File: src/rtl/carveout_pkg.sv
package carveout_pkg;
  localparam int LVL_N  = 4;
  localparam int APID_W = 3;

  localparam int CFG_PROT    = 0;
  localparam int CFG_LOCK    = 1;
  localparam int CFG_UNTR    = 2;
  localparam int CFG_RDM     = 3;
  localparam int CFG_WRM     = 7;
  localparam int CFG_APID    = 11;
  localparam int CFG_RDDIS   = 14;
  localparam int CFG_WRDIS   = 18;
  localparam int CFG_WRBYP   = 23;
  localparam int CFG_RDBYP   = 24;
  localparam int CFG_APALLOW = 25;
  localparam int CFG_APFORCE = 26;

  typedef struct packed {
    logic               untr_only;
    logic [LVL_N-1:0]   rd_mask;
    logic [LVL_N-1:0]   wr_mask;
    logic [APID_W-1:0]  apid;
    logic [LVL_N-1:0]   rd_dis;
    logic [LVL_N-1:0]   wr_dis;
    logic               wr_byp;
    logic               rd_byp;
    logic               ap_allow;
    logic               ap_force;
  } policy_t;

  function automatic policy_t policy_decode(input logic [31:0] w);
    policy_t p;
    p.untr_only = w[CFG_UNTR];
    p.rd_mask   = w[CFG_RDM +: LVL_N];
    p.wr_mask   = w[CFG_WRM +: LVL_N];
    p.apid      = w[CFG_APID +: APID_W];
    p.rd_dis    = w[CFG_RDDIS +: LVL_N];
    p.wr_dis    = w[CFG_WRDIS +: LVL_N];
    p.wr_byp    = w[CFG_WRBYP];
    p.rd_byp    = w[CFG_RDBYP];
    p.ap_allow  = w[CFG_APALLOW];
    p.ap_force  = w[CFG_APFORCE];
    return p;
  endfunction
endpackage

File: src/rtl/carveout_regs.sv
module carveout_regs import carveout_pkg::*; #(
  parameter int ADDR_W   = 32,
  parameter int WL_WORDS = 5,
  parameter int REG_AW   = 3
) (
  input  logic                   clk_i,
  input  logic                   rst_ni,
  input  logic                   we_i,
  input  logic [REG_AW-1:0]      idx_i,
  input  logic [31:0]            wdata_i,
  input  logic                   secure_i,
  output logic [ADDR_W-1:0]      base_o,
  output logic [ADDR_W-1:0]      size_o,
  output logic [WL_WORDS*32-1:0] wl_o,
  output logic [31:0]            cfg_o,
  output logic                   wr_err_o
);
  localparam int IDX_BASE = 0;
  localparam int IDX_SIZE = 1;
  localparam int IDX_WL0  = 2;
  localparam int IDX_CFG  = IDX_WL0 + WL_WORDS;

  logic [ADDR_W-1:0] base_q, size_q;
  logic [31:0]       cfg_q;
  logic              wr_err_q;
  logic              locked, wr_ok, commit;

  // secure writes pass the freeze only in the softer protect flavour
  assign locked = cfg_q[CFG_LOCK];
  assign wr_ok  = ~locked | (cfg_q[CFG_PROT] & secure_i);
  assign commit = we_i & wr_ok;

  always_ff @(posedge clk_i or negedge rst_ni) begin
    if (!rst_ni) begin
      base_q   <= '0;
      size_q   <= '0;
      cfg_q    <= '0;
      wr_err_q <= 1'b0;
    end else begin
      wr_err_q <= we_i & ~wr_ok;
      if (commit && idx_i == REG_AW'(IDX_BASE)) base_q <= wdata_i[ADDR_W-1:0];
      if (commit && idx_i == REG_AW'(IDX_SIZE)) size_q <= wdata_i[ADDR_W-1:0];
      if (commit && idx_i == REG_AW'(IDX_CFG))  cfg_q  <= wdata_i;
    end
  end

  for (genvar g = 0; g < WL_WORDS; g++) begin : g_wl
    logic [31:0] word_q;
    always_ff @(posedge clk_i or negedge rst_ni) begin
      if (!rst_ni)                                   word_q <= '0;
      else if (commit && idx_i == REG_AW'(IDX_WL0 + g)) word_q <= wdata_i;
    end
    assign wl_o[g*32 +: 32] = word_q;
  end

  assign base_o   = base_q;
  assign size_o   = size_q;
  assign cfg_o    = cfg_q;
  assign wr_err_o = wr_err_q;


  locked_hold_chk: assert property (@(posedge clk_i) disable iff (!rst_ni)
    (we_i && cfg_q[CFG_LOCK] && !cfg_q[CFG_PROT]) |=>
      ($stable(cfg_q) && $stable(base_q) && $stable(size_q) && $stable(wl_o)));


  wr_err_src_chk: assert property (@(posedge clk_i) disable iff (!rst_ni)
    wr_err_o |-> $past(we_i));
endmodule

File: src/rtl/carveout_range.sv
module carveout_range #(
  parameter int ADDR_W = 32
) (
  input  logic [ADDR_W-1:0] addr_i,
  input  logic [ADDR_W-1:0] base_i,
  input  logic [ADDR_W-1:0] size_i,
  output logic              hit_o
);
  logic [ADDR_W:0] end_x;
  // one extra bit keeps a window ending past the top from wrapping
  assign end_x = {1'b0, base_i} + {1'b0, size_i};
  assign hit_o = (addr_i >= base_i) && ({1'b0, addr_i} < end_x);
endmodule

File: src/rtl/carveout_policy.sv
module carveout_policy import carveout_pkg::*; #(
  parameter int                   CLIENT_W    = 8,
  parameter int                   WL_WORDS    = 5,
  parameter logic [WL_WORDS*32-1:0] RSVD_MASK = '0
) (
  input  logic                   hit_i,
  input  logic [31:0]            cfg_i,
  input  logic [WL_WORDS*32-1:0] wl_i,
  input  logic [CLIENT_W-1:0]    client_i,
  input  logic                   write_i,
  input  logic [1:0]             level_i,
  input  logic                   secure_i,
  input  logic [APID_W-1:0]      apid_i,
  input  logic                   translated_i,
  output logic                   allow_o
);
  localparam int WL_BITS = WL_WORDS * 32;
  localparam int ID_SPAN = 1 << CLIENT_W;

  policy_t          pol;
  logic [WL_BITS-1:0] grant_vec;
  logic [ID_SPAN-1:0] grant_full;
  logic in_scope, grant, lvl_ok, ap_ok, byp;

  assign pol       = policy_decode(cfg_i);
  assign grant_vec = wl_i & ~RSVD_MASK;

  for (genvar i = 0; i < ID_SPAN; i++) begin : g_id
    if (i < WL_BITS) begin : g_map
      assign grant_full[i] = grant_vec[i];
    end else begin : g_none
      assign grant_full[i] = 1'b0;
    end
  end

  assign grant    = grant_full[client_i];
  assign in_scope = hit_i & ~(pol.untr_only & translated_i);
  assign lvl_ok   = write_i ? (pol.wr_dis[level_i] | pol.wr_mask[level_i])
                            : (pol.rd_dis[level_i] | pol.rd_mask[level_i]);
  assign ap_ok    = (apid_i == pol.apid) | (pol.ap_allow & ~pol.ap_force);
  assign byp      = secure_i & (write_i ? pol.wr_byp : pol.rd_byp);
  assign allow_o  = ~in_scope | byp | (grant & lvl_ok & ap_ok);
endmodule

File: src/rtl/carveout_guard.sv
module carveout_guard import carveout_pkg::*; #(
  parameter int ADDR_W   = 32,
  parameter int CLIENT_W = 8,
  parameter int WL_WORDS = 5,
  parameter logic [WL_WORDS*32-1:0] RESERVED_MASK =
    {32'hFFFF_FC00, {((WL_WORDS-2)*32){1'b0}}, 32'h0000_3F80},
  localparam int REG_AW = $clog2(WL_WORDS + 3)
) (
  input  logic                clk_i,
  input  logic                rst_ni,
  input  logic                reg_we_i,
  input  logic [REG_AW-1:0]   reg_idx_i,
  input  logic [31:0]         reg_wdata_i,
  input  logic                reg_secure_i,
  input  logic                req_valid_i,
  input  logic [CLIENT_W-1:0] req_client_i,
  input  logic [ADDR_W-1:0]   req_addr_i,
  input  logic                req_write_i,
  input  logic [1:0]          req_level_i,
  input  logic                req_secure_i,
  input  logic [2:0]          req_apid_i,
  input  logic                req_translated_i,
  output logic                resp_valid_o,
  output logic                resp_allow_o,
  output logic                violation_o,
  output logic                wr_err_o
);
  logic [ADDR_W-1:0]      base, size;
  logic [WL_WORDS*32-1:0] wl;
  logic [31:0]            cfg;
  logic                   hit, allow;
  logic                   valid_q, allow_q, viol_q;

  carveout_regs #(.ADDR_W(ADDR_W), .WL_WORDS(WL_WORDS), .REG_AW(REG_AW)) u_regs (
    .clk_i    (clk_i),
    .rst_ni   (rst_ni),
    .we_i     (reg_we_i),
    .idx_i    (reg_idx_i),
    .wdata_i  (reg_wdata_i),
    .secure_i (reg_secure_i),
    .base_o   (base),
    .size_o   (size),
    .wl_o     (wl),
    .cfg_o    (cfg),
    .wr_err_o (wr_err_o)
  );

  carveout_range #(.ADDR_W(ADDR_W)) u_range (
    .addr_i (req_addr_i),
    .base_i (base),
    .size_i (size),
    .hit_o  (hit)
  );

  carveout_policy #(.CLIENT_W(CLIENT_W), .WL_WORDS(WL_WORDS), .RSVD_MASK(RESERVED_MASK)) u_policy (
    .hit_i        (hit),
    .cfg_i        (cfg),
    .wl_i         (wl),
    .client_i     (req_client_i),
    .write_i      (req_write_i),
    .level_i      (req_level_i),
    .secure_i     (req_secure_i),
    .apid_i       (req_apid_i),
    .translated_i (req_translated_i),
    .allow_o      (allow)
  );

  always_ff @(posedge clk_i or negedge rst_ni) begin
    if (!rst_ni) begin
      valid_q <= 1'b0;
      allow_q <= 1'b0;
      viol_q  <= 1'b0;
    end else begin
      valid_q <= req_valid_i;
      if (req_valid_i) allow_q <= allow;
      viol_q  <= viol_q | (req_valid_i & ~allow);
    end
  end

  assign resp_valid_o = valid_q;
  assign resp_allow_o = allow_q;
  assign violation_o  = viol_q;


  resp_valid_chk: assert property (@(posedge clk_i) disable iff (!rst_ni)
    req_valid_i |=> resp_valid_o);


  outside_allow_chk: assert property (@(posedge clk_i) disable iff (!rst_ni)
    (req_valid_i && !hit) |=> resp_allow_o);


  sticky_chk: assert property (@(posedge clk_i) disable iff (!rst_ni)
    violation_o |=> violation_o);


  deny_flag_chk: assert property (@(posedge clk_i) disable iff (!rst_ni)
    (resp_valid_o && !resp_allow_o) |-> violation_o);
endmodule

File: config.mk
export PLATFORM = sky130hd
export DESIGN_NAME = carveout_guard
export DESIGN_NICKNAME = d
export VERILOG_FILES = /design/src/rtl/carveout_pkg.sv /design/src/rtl/carveout_regs.sv /design/src/rtl/carveout_range.sv /design/src/rtl/carveout_policy.sv /design/src/rtl/carveout_guard.sv
export SDC_FILE = /design/constraint.sdc
export NUM_CORES = 1
export LEC_CHECK = 0
export BUFFER_PORTS_ARGS = -buffer_cell sky130_fd_sc_hd__buf_2
export CORE_ASPECT_RATIO = 1.75
export CORE_MARGIN = 5
export CORE_UTILIZATION = 50
export CTS_CLUSTER_SIZE = 12
export DETAILED_ROUTE_END_ITERATION = 8
export PLACE_DENSITY = 0.76
export RECOVER_POWER = 25
export SYNTH_ARGS = -nofsm -noshare
export SYNTH_HDL_FRONTEND = slang
export SYNTH_HIERARCHICAL = 1
export SYNTH_SLANG_ARGS = --single-unit
File: constraint.sdc
create_clock -name clk_i -period 11.3 [get_ports clk_i]
set_input_delay 1.13 -clock clk_i [delete_from_list [all_inputs] [get_ports clk_i]]
set_output_delay 1.13 -clock clk_i [all_outputs]
set_load 0.05 [all_outputs]
==> metrics.txt, run 1 <==
Worst-path clk slew=0.06 ns; TritonCTS clock tree=yes; Max Fclk=186 MHz; CTS H-tree lvls=1; # IOs=92; via count=8873; share of power burned in registers=0.323; largest net degree at the start of global routing=81; HPWL after DPL=25.1 mm; Max-slew headroom=-1.60; die height=226 microns; setup_tns=0 ns; core box area=26500 sq um; HP Class=reg -> reg; Max Cap Viol=4; clock root cell=clkbuf_16; RD Place Congestion=0.928; number of diodes=0; Leakage=6.69 nW; row cnt=79; capture point of the worst reg-to-reg path=violation_o; DR iter-0 viols=544; Area Growth Syn to Fin=9.19%; Syn Area/Cell=12.7 sq um; final hold vios=0; Sw Ratio=0.388; drt first pass iters=5; CTS Buffer Depth=3; CP Class=in -> async; RSZ-0062 raised after global routing=false; syn_nets=1237; Slew Limit Fails=146; total wire length=33.9 mm; CP Max Fanout=80; first-pass GRT wire length=52.3 mm; Cell Area, Synth=13300 sq um; Post-Place Cells=1431; Synth Instances=1053; combinational power share=0.512; Non-Filler Instances=1464; worst reg2reg setup slack=6.38 ns; via/cell ratio=6.06; final setup vio count=0; Num Clock Sinks=225; hold path depth=1; placed cell area=13900 sq um; Critical Path End=u_regs/base_o[3]; ANT nets after route=0; CP Data Arrival Time=5.89 ns; fin area=14600 sq um; Clock Skew=0.0185 ns; CTS resizes=0; failing checks=max-capacitance violations, max-slew violations; Die Width=134 microns; r2r worst-path depth=22; die area=30200 sq um; Least-Margin Pin Slew=3.91 ns; final critical-path required period=5.36 ns; status=finished, violations left; Post-CTS Setup Repair Bufs=0; crit share post-route=0.475; fin nets=1317; GR Overflow Total=0; Crit path required time=11.82 ns; CP Launch Type=input port; Clock Latency Late Sink=0.54 ns; Pwr per Cell Area=292 nW/um^2; vias in the first global route=9571; VDD IR max=0.000135 V; Place WS=6.42 ns; Int Pwr=0.00261 W; launching point of the worst reg2reg path=u_regs/base_o[0]; Total GRT Usage=0.225; Initial Utilization=0.504; initial antenna violation count=2; Crit. End Element=async pin; Setup crit start=rst_ni; YS warnings=6; drc violations=0; Routed WL per cell=23.2 microns; Clk pwr share=0.165; CTS Hold Bufs=0; Sw Pwr=0.00165 W; post-route worst setup slack=5.94 ns; layout cells sized above 1=0.346; PortBufs=91; TritonCTS Buffers=24; end-of-flow core utilization=0.550
state kept, by name (all words and copies together) (netlist names):
register,cells
u_regs/base_o,32
u_regs/wr_err_o,1
resp_valid_o,1
resp_allow_o,1
u_regs/g_wl.word_q,131
u_regs/cfg_o,26
u_regs/size_o,32
violation_o,1
cell usage in the layout (no fill, tap or decap), drive strengths merged, types with 11 or more instances in the layout:
| cell type | n |
|---|---|
| inv | 47 |
| a211oi | 17 |
| mux2 | 229 |
| buf | 96 |
| dfrtp | 225 |
| nor3 | 16 |
| nor2 | 33 |
| nand4 | 16 |
| mux4 | 33 |
| xor2 | 11 |
| clkbuf | 32 |
| a21oi | 62 |
| nand2 | 35 |
| xnor2 | 19 |
| a21o | 24 |
| ha | 95 |
| o21ai | 40 |
cell type report:
class | count | area (sq um)
clock buffer | 27 | 622
clock inverter | 6 | 48.8
fill | 2229 | 11900
inverter | 46 | 173
multi-input combinational | 735 | 7180
sequential | 225 | 5630
tap | 324 | 405
timing repair buffer | 101 | 517
power by group through the flow:
| stage | Combinational (W) | Sequential [W] | Clock, W |
|---|---|---|---|
| finish | 0.00218 | 0.00138 | 0.000703 |
| CTS | 0.00218 | 0.00138 | 0.000720 |
| global route | 0.00240 | 0.00141 | 0.000751 |
| detailed placement | 0.00216 | 0.00139 | 0 |
| global placement | 0.00211 | 0.00137 | 0 |
| floorplan | 0.00167 | 0.00130 | 0 |
worst max-delay path: stages:
cell	delay, ns
clkbuf_1	2.70
buf_4	1.12
buf_4	0.85
layer usage:
layer,GRT usage,routed length (microns),up-vias
li1,-,-,4075
met1,0.240,12300,4497
met2,0.421,18300,211
met3,0.0279,1250,88
met4,0.132,2110,2
met5,0,13,-
how the worst min path moves through the flow:
stage	start	end	slack, ns
2_1_floorplan	u_regs/g_wl[2].word_q[0]	u_regs/g_wl[2].word_q[0]	0.47
3_3_place_gp	u_regs/g_wl[2].word_q[0]	u_regs/g_wl[2].word_q[0]	0.48
3_5_place_dp	u_regs/g_wl[0].word_q[31]	u_regs/g_wl[0].word_q[31]	0.49
4_1_cts	u_regs/g_wl[0].word_q[31]	u_regs/g_wl[0].word_q[31]	0.50
5_1_grt	u_regs/g_wl[3].word_q[29]	u_regs/g_wl[3].word_q[29]	0.51
6_report	u_regs/cfg_o[1]	u_regs/cfg_o[1]	0.50
stage by stage:
step,hold WS (ns),power (W)
finish,0.502,0.00426
global route,0.513,0.00456
CTS,0.502,0.00428
floorplan,0.471,0.00298
detailed placement,0.488,0.00355
global placement,0.480,0.00348
Note: power is estimated with default switching activity, not from simulation.
==> inputs of run 2 (changes only) <==
==> constraint.sdc (replaced) <==
create_clock -name clk_i -period 5.05 [get_ports clk_i]
set_input_delay 0.505 -clock clk_i [delete_from_list [all_inputs] [get_ports clk_i]]
set_output_delay 0.505 -clock clk_i [all_outputs]
set_load 0.05 [all_outputs]
==> run 2 against run 1 <==
Effect of this change: via count rose by 0.19%; the flow still finishes with violations (max-capacitance violations, max-slew violations); clock power rose by 130%; non-clock buffer count rose by 1; power rose by 120%; critical endpoint is now violation_o; cell area rose by 0.46%; largest power group unchanged.
==> metrics.txt, run 2 (same netlist as run 1, synthesis figures left out) <==
status=finished, violations left; failing checks=max-capacitance violations, max-slew violations; Clock Latency Late Sink=0.52 ns (-0.02 ns); Area Growth Syn to Fin=9.69%; r2r worst-path depth=22 (unchanged); via/cell ratio=6.08 (+0.33%); Num Clock Sinks=225 (unchanged); RD Place Congestion=0.895 (-3.5%); fin nets=1317 (unchanged); Worst-path clk slew=0.06 ns (about the same); clock root cell=clkbuf_16; Leakage=6.71 nW (+0.31%); VDD IR max=0.000263 V (+95%); ANT nets after route=0 (unchanged); Die Width=134 microns (unchanged); layout cells sized above 1=0.354 (+0.00795); Total Power=0.00959 W (+120%); HP Start=reg_we_i; drt first pass iters=5 (unchanged); die area=30200 sq um (unchanged); CP top delay family=compound AO/OA/AOI/OAI gates; Clock Skew=0.00896 ns (-0.00952 ns); CP Data Arrival Time=5.25 ns (-0.64 ns); PortBufs=91 (unchanged); max incr delay on CP=0.52 ns (-2.18 ns); most flop-heavy register=u_regs/g_wl.word_q; CTS Buffer Depth=3 (unchanged); final hold vios=0 (unchanged); Hold Path End=u_regs/wr_err_o; Total GRT Usage=0.222 (-0.00241); row cnt=79 (unchanged); Max-slew headroom=-1.28 (+0.321); CP Class=reg -> reg; final critical-path required period=4.84 ns; Cell Chain, Critical Path=ha_2 > fa_1 > a21o_1 > a221oi_4 > o21ai_2 > a311o_1 > a21o_1 > a21oi_2 > xor2_1 > ha_1 > nand4_1 > or3_4 > or4_1 > a21oi_1 > a21oi_1 > a31oi_1 > a32oi_2 > nand2_1 > a21oi_1 > nand3_1 > inv_1 > a21o_2; Non-Filler Instances=1462 (-0.14%); DRT met1 WL=12.3 mm (+0.11%); die height=226 microns (unchanged); Slowest-stage cell, CP=or4_1; GR Overflow Total=0 (unchanged); HPWL after DPL=24.9 mm (-0.60%); Post-Place Cells=1432 (+0.070%); crit path buf inv count=1 (-2); end-of-flow core utilization=0.553 (+0.00255); worst reg2reg setup slack=0.21 ns (-6.17 ns); largest net degree at the start of global routing=139 (+72%); max reg flops=131 (unchanged); launching point of the worst reg2reg path=u_regs/base_o[0]; DR iter-0 viols=441 (-19%); CP Launch Type=flop; Met2 Routed Length=18.0 mm (-1.6%); HP Class=in -> reg; hold path depth=2 (+1); Pwr per Cell Area=655 nW/um^2 (+120%); final setup vio count=0 (unchanged); CTS H-tree lvls=1 (unchanged); initial antenna violation count=2 (unchanged); Max Cap Viol=1 (-3); commonest non-fill, non-tap cell in the layout=dfrtp_1; Routed WL per cell=23.0 microns (-0.92%); CP most frequent cell=a21oi_1; first-pass GRT wire length=52.7 mm (+0.78%); Slew Limit Fails=139 (-4.8%); Max Used Layer=met5; crit share post-route=0.959; CP Max Fanout=4 (-95%); capture point of the worst reg-to-reg path=violation_o; TritonCTS Buffers=23 (-4.2%); core box area=26500 sq um (unchanged); total wire length=33.6 mm (-1.1%); # IOs=92 (unchanged); via count=8890 (+0.19%); commonest cells after routing, fill and taps aside=dfrtp_1, mux2_2, ha_1; drc violations=0 (unchanged); Max Fclk=206 MHz; Crit. End Element=flop; metal3 WL=1.13 mm (-10%); Least-Margin Pin Slew=3.43 ns (-0.482 ns); Initial Utilization=0.504 (unchanged); TritonCTS clock tree=yes; vias in the first global route=9613 (+0.44%); Crit path required time=5.46 ns (-6.36 ns)
[run 2: cell types whose count changed in the layout (fill, tap and decap cells not counted), sizes merged]
cell | before | now
clkbuf | 32 | 27
clkinv | 5 | 0
buf | 96 | 100
bufinv | 0 | 2
clkinvlp | 0 | 1
diode | 0 | 1
[run 2: timing repair]
item,4_1_cts,5_1_grt
hold buffers,0,0
gates resized for setup,0,6
endpoints found under the setup margin,0,2
setup buffers,0,0
[run 2: layer usage]
| layer | up-vias | track usage |
|---|---|---|
| met1 | 4491 | 0.241 |
| met5 | - | 0 |
| met2 | 223 | 0.414 |
| met4 | 2 | 0.125 |
| li1 | 4081 | - |
| met3 | 93 | 0.0283 |
[run 2: area by class of cell]
cell class              instances  area, sq um
flip-flops and latches        225         5630
clock inverters                 4         87.6
repair buffers                102          537
fillers                      2228        11800
diodes                          1         2.50
clock buffers                  25          583
well taps                     324          405
inverters                      46          173
multi-input cells             735         7220
[run 2: stage by stage]
step                hold WS (ns)  setup WS, ns  instance area, sq um  setup TNS [ns]
floorplan                  0.209         0.663                 13300               0
global placement           0.481         0.322                 13900               0
detailed placement         0.488         0.178                 13900               0
CTS                        0.143         0.157                 14600               0
global route               0.229       -0.0167                 14600         -0.0167
finish                     0.268         0.207                 14600               0
[run 2: worst max path at each step]
stage | from | to | slack (ns) | cells past startpoint
2_1_floorplan | u_regs/base_o[0] | violation_o | 0.66 | 22
3_3_place_gp | u_regs/base_o[0] | violation_o | 0.32 | 22
3_5_place_dp | u_regs/base_o[0] | violation_o | 0.18 | 22
4_1_cts | u_regs/base_o[0] | violation_o | 0.16 | 22
5_1_grt | u_regs/base_o[0] | violation_o | -0.02 | 22
6_report | u_regs/base_o[0] | violation_o | 0.21 | 22
[run 2: power breakdown]
part	internal, W	total [W]	switching [W]	leakage (nW)
combinational	0.00240	0.00489	0.00249	3.72
sequential	0.00258	0.00309	0.000506	2.67
clock	0.000922	0.00161	0.000686	0.324
total	0.00591	0.00959	0.00368	6.71
==> inputs of run 3 (changes only) <==
--- a/config.mk
+++ b/config.mk
@@ -13,6 +13,7 @@
 export DETAILED_ROUTE_END_ITERATION = 8
 export PLACE_DENSITY = 0.76
 export RECOVER_POWER = 25
+export REMOVE_ABC_BUFFERS = 1
 export SYNTH_ARGS = -nofsm -noshare
 export SYNTH_HDL_FRONTEND = slang
 export SYNTH_HIERARCHICAL = 1
==> run 3 against run 2 <==
Effect of this change: the run still ends with max-capacitance violations, max-slew violations left; largest power group unchanged; worst hold slack worse by 0.083 ns; register-to-register slack got worse by 0.04 ns; flip-flop and latch count unchanged; routed wire length fell by 2.2%; core utilization increased by 0.15 points; clock skew decreased by 0.0031 ns; final cell count is 0.48% higher; global-route usage shrank 0.45 points; critical path depth is the same; clock power fell by 11%.
==> metrics.txt, run 3 (same netlist as run 1, synthesis figures left out) <==
CP Data Arrival Time=5.28 ns (+0.03 ns); Worst-path clk slew=0.06 ns (about the same); Crit. End Element=flop; first-pass GRT wire length=51.8 mm (-1.9%); PortBufs=91 (unchanged); failing checks=max-capacitance violations, max-slew violations; Area Growth Syn to Fin=9.99%; crit share post-route=0.967 (+0.00792); total wire length=32.8 mm (-2.2%); final hold vios=0 (unchanged); CTS Buffer Depth=3 (unchanged); TritonCTS clock tree=yes; most flop-heavy register=u_regs/g_wl.word_q; layout cells sized above 1=0.363 (+0.00888); HP Start=req_valid_i; Max-slew headroom=-0.928 (+0.356); CTS H-tree lvls=1 (unchanged); final setup vio count=0 (unchanged); max incr delay on CP=0.54 ns (+0.02 ns); via count=8975 (+0.96%); drt first pass iters=7 (+2); Total Power=0.00958 W (about the same); die height=226 microns (unchanged); vias in the first global route=9559 (-0.56%); Cell Chain, Critical Path=ha_4 > fa_2 > a21o_1 > a221oi_4 > o21ai_4 > a311o_1 > nor2b_2 > nor2_1 > xor2_1 > ha_1 > nand2_1 > or3_4 > or4_4 > a21oi_2 > a21oi_2 > a31oi_1 > a32oi_2 > nand2_1 > a21oi_1 > nand3_1 > inv_1 > a21o_2; setup_tns=0 ns (unchanged); DR iter-0 viols=567 (+29%); area of the multi-input gates=7250 sq um (+0.42%); Pwr per Cell Area=653 nW/um^2 (-0.30%); fin nets=1328 (+0.84%); Sw Ratio=0.385 (+0.000940); Sw Pwr=0.00369 W (+0.21%); status=finished, violations left; commonest cells after routing, fill and taps aside=dfrtp_1, mux2_2, ha_1; fin area=14700 sq um (+0.27%); Max Used Layer=met4; hold_ws=0.185 ns (-0.0827 ns); sequential cell area=5630 sq um (unchanged); share of power burned in registers=0.320 (-0.002); Clock Skew=0.00590 ns (-0.00306 ns); VDD IR max=0.000250 V (-5.2%); commonest non-fill, non-tap cell in the layout=dfrtp_1; row cnt=79 (unchanged); Crit path required time=5.44 ns (-0.02 ns); Die Width=134 microns (unchanged); DRT met1 WL=12.4 mm (+1.0%); ANT nets after route=0 (unchanged); largest net degree at the start of global routing=121 (-13%); CP Class=reg -> reg; max reg flops=131 (unchanged); Total GRT Usage=0.218 (-0.00452); Setup crit start=u_regs/base_o[0]; CP Max Fanout=4 (unchanged); combinational power share=0.529 (+0.019); RD Place Congestion=0.888 (-0.83%); Clk pwr share=0.151 (-0.017); initial antenna violation count=1 (-1); Slew Limit Fails=121 (-13%); Int Pwr=0.00590 W (-0.18%); Max Fclk=205 MHz (-0.82%); via/cell ratio=6.11 (+0.48%); CP Launch Type=flop; Clock Latency Late Sink=0.50 ns (-0.02 ns); HP Class=in -> reg; placed cell area=14000 sq um (+0.38%); drc violations=0 (unchanged); Met2 Routed Length=17.6 mm (-2.4%); clock root cell=clkbuf_16; Initial Utilization=0.504 (unchanged); Routed WL per cell=22.3 microns (-2.7%); number of diodes=0 (-1); # fillers=2150 (-3.5%); HPWL after DPL=24.3 mm (-2.5%); TritonCTS Buffers=22 (-4.3%); launching point of the worst reg2reg path=u_regs/base_o[0]; Slowest-stage cell, CP=or4_4; metal3 WL=1.31 mm (+16%); die area=30200 sq um (unchanged); GR Overflow Total=0 (unchanged); final critical-path required period=4.88 ns (+0.0400 ns); Least-Margin Pin Slew=2.89 ns (-0.534 ns); core box area=26500 sq um (unchanged); Max Cap Viol=1 (unchanged); Num Clock Sinks=225 (unchanged); # IOs=92 (unchanged); Leakage=6.74 nW (+0.44%)
[run 3: critical path: cells and delay by family (launching register included)]
family	cells	cell delay [ns]
compound gates	10	1.85
simple gates	7	1.50
fa+ha+maj	3	0.86
flops	1	0.43
xor+xnor	1	0.08
buf+inv	1	0.05
[run 3: power groups by stage]
stage	Combinational (W)	Clock [W]	Sequential [W]
after detailed placement	0.00490	0	0.00308
after global placement	0.00476	0	0.00302
after CTS	0.00493	0.00148	0.00306
final	0.00507	0.00144	0.00307
after floorplan	0.00371	0	0.00292
after global routing	0.00556	0.00154	0.00316
[run 3: path summary, 6_finish.rpt]
kind / end / slack, ns / cells after the start
setup / recovery: violation_o / 0.17 / 22
hold / removal: resp_valid_o / 0.19 / 1
setup reg to reg: violation_o / 0.17 / 22
hold reg to reg: violation_o / 0.49 / 1
max in group asynchronous: u_regs/cfg_o[10] / 2.17 / 2
min in group asynchronous: u_regs/size_o[29] / 0.94 / 1
[run 3: per-layer routing]
metal	GRT usage	up-vias
li1	-	4086
met1	0.248	4548
met2	0.404	261
met3	0.0272	80
met4	0.0993	0
met5	0	-
[run 3: area by class of cell]
type / instances / share of cell area
clock buffer: 25 / 0.0404
multi-input combinational: 735 / 0.494
sequential: 225 / 0.384
inverter: 46 / 0.0118
tap: 324 / 0.0276
timing repair buffer: 114 / 0.0427
[run 3: stage by stage]
step / std cells / worst slack (ns) / util
floorplan: 1006 / 0.663 / -
global placement: 1439 / 0.258 / 0.528
detailed placement: 1439 / 0.121 / 0.528
CTS: 1464 / 0.0942 / 0.551
global route: 1469 / -0.0182 / 0.554
finish: 1469 / 0.167 / 0.554
[run 3: repair_timing]
action | in CTS | in global routing
hold buffers | 0 | 0
endpoints found under the hold margin | 0 | 0
gates resized for setup | 0 | 12
buffers inserted | 0 | 5
setup endpoints to repair | 0 | 2
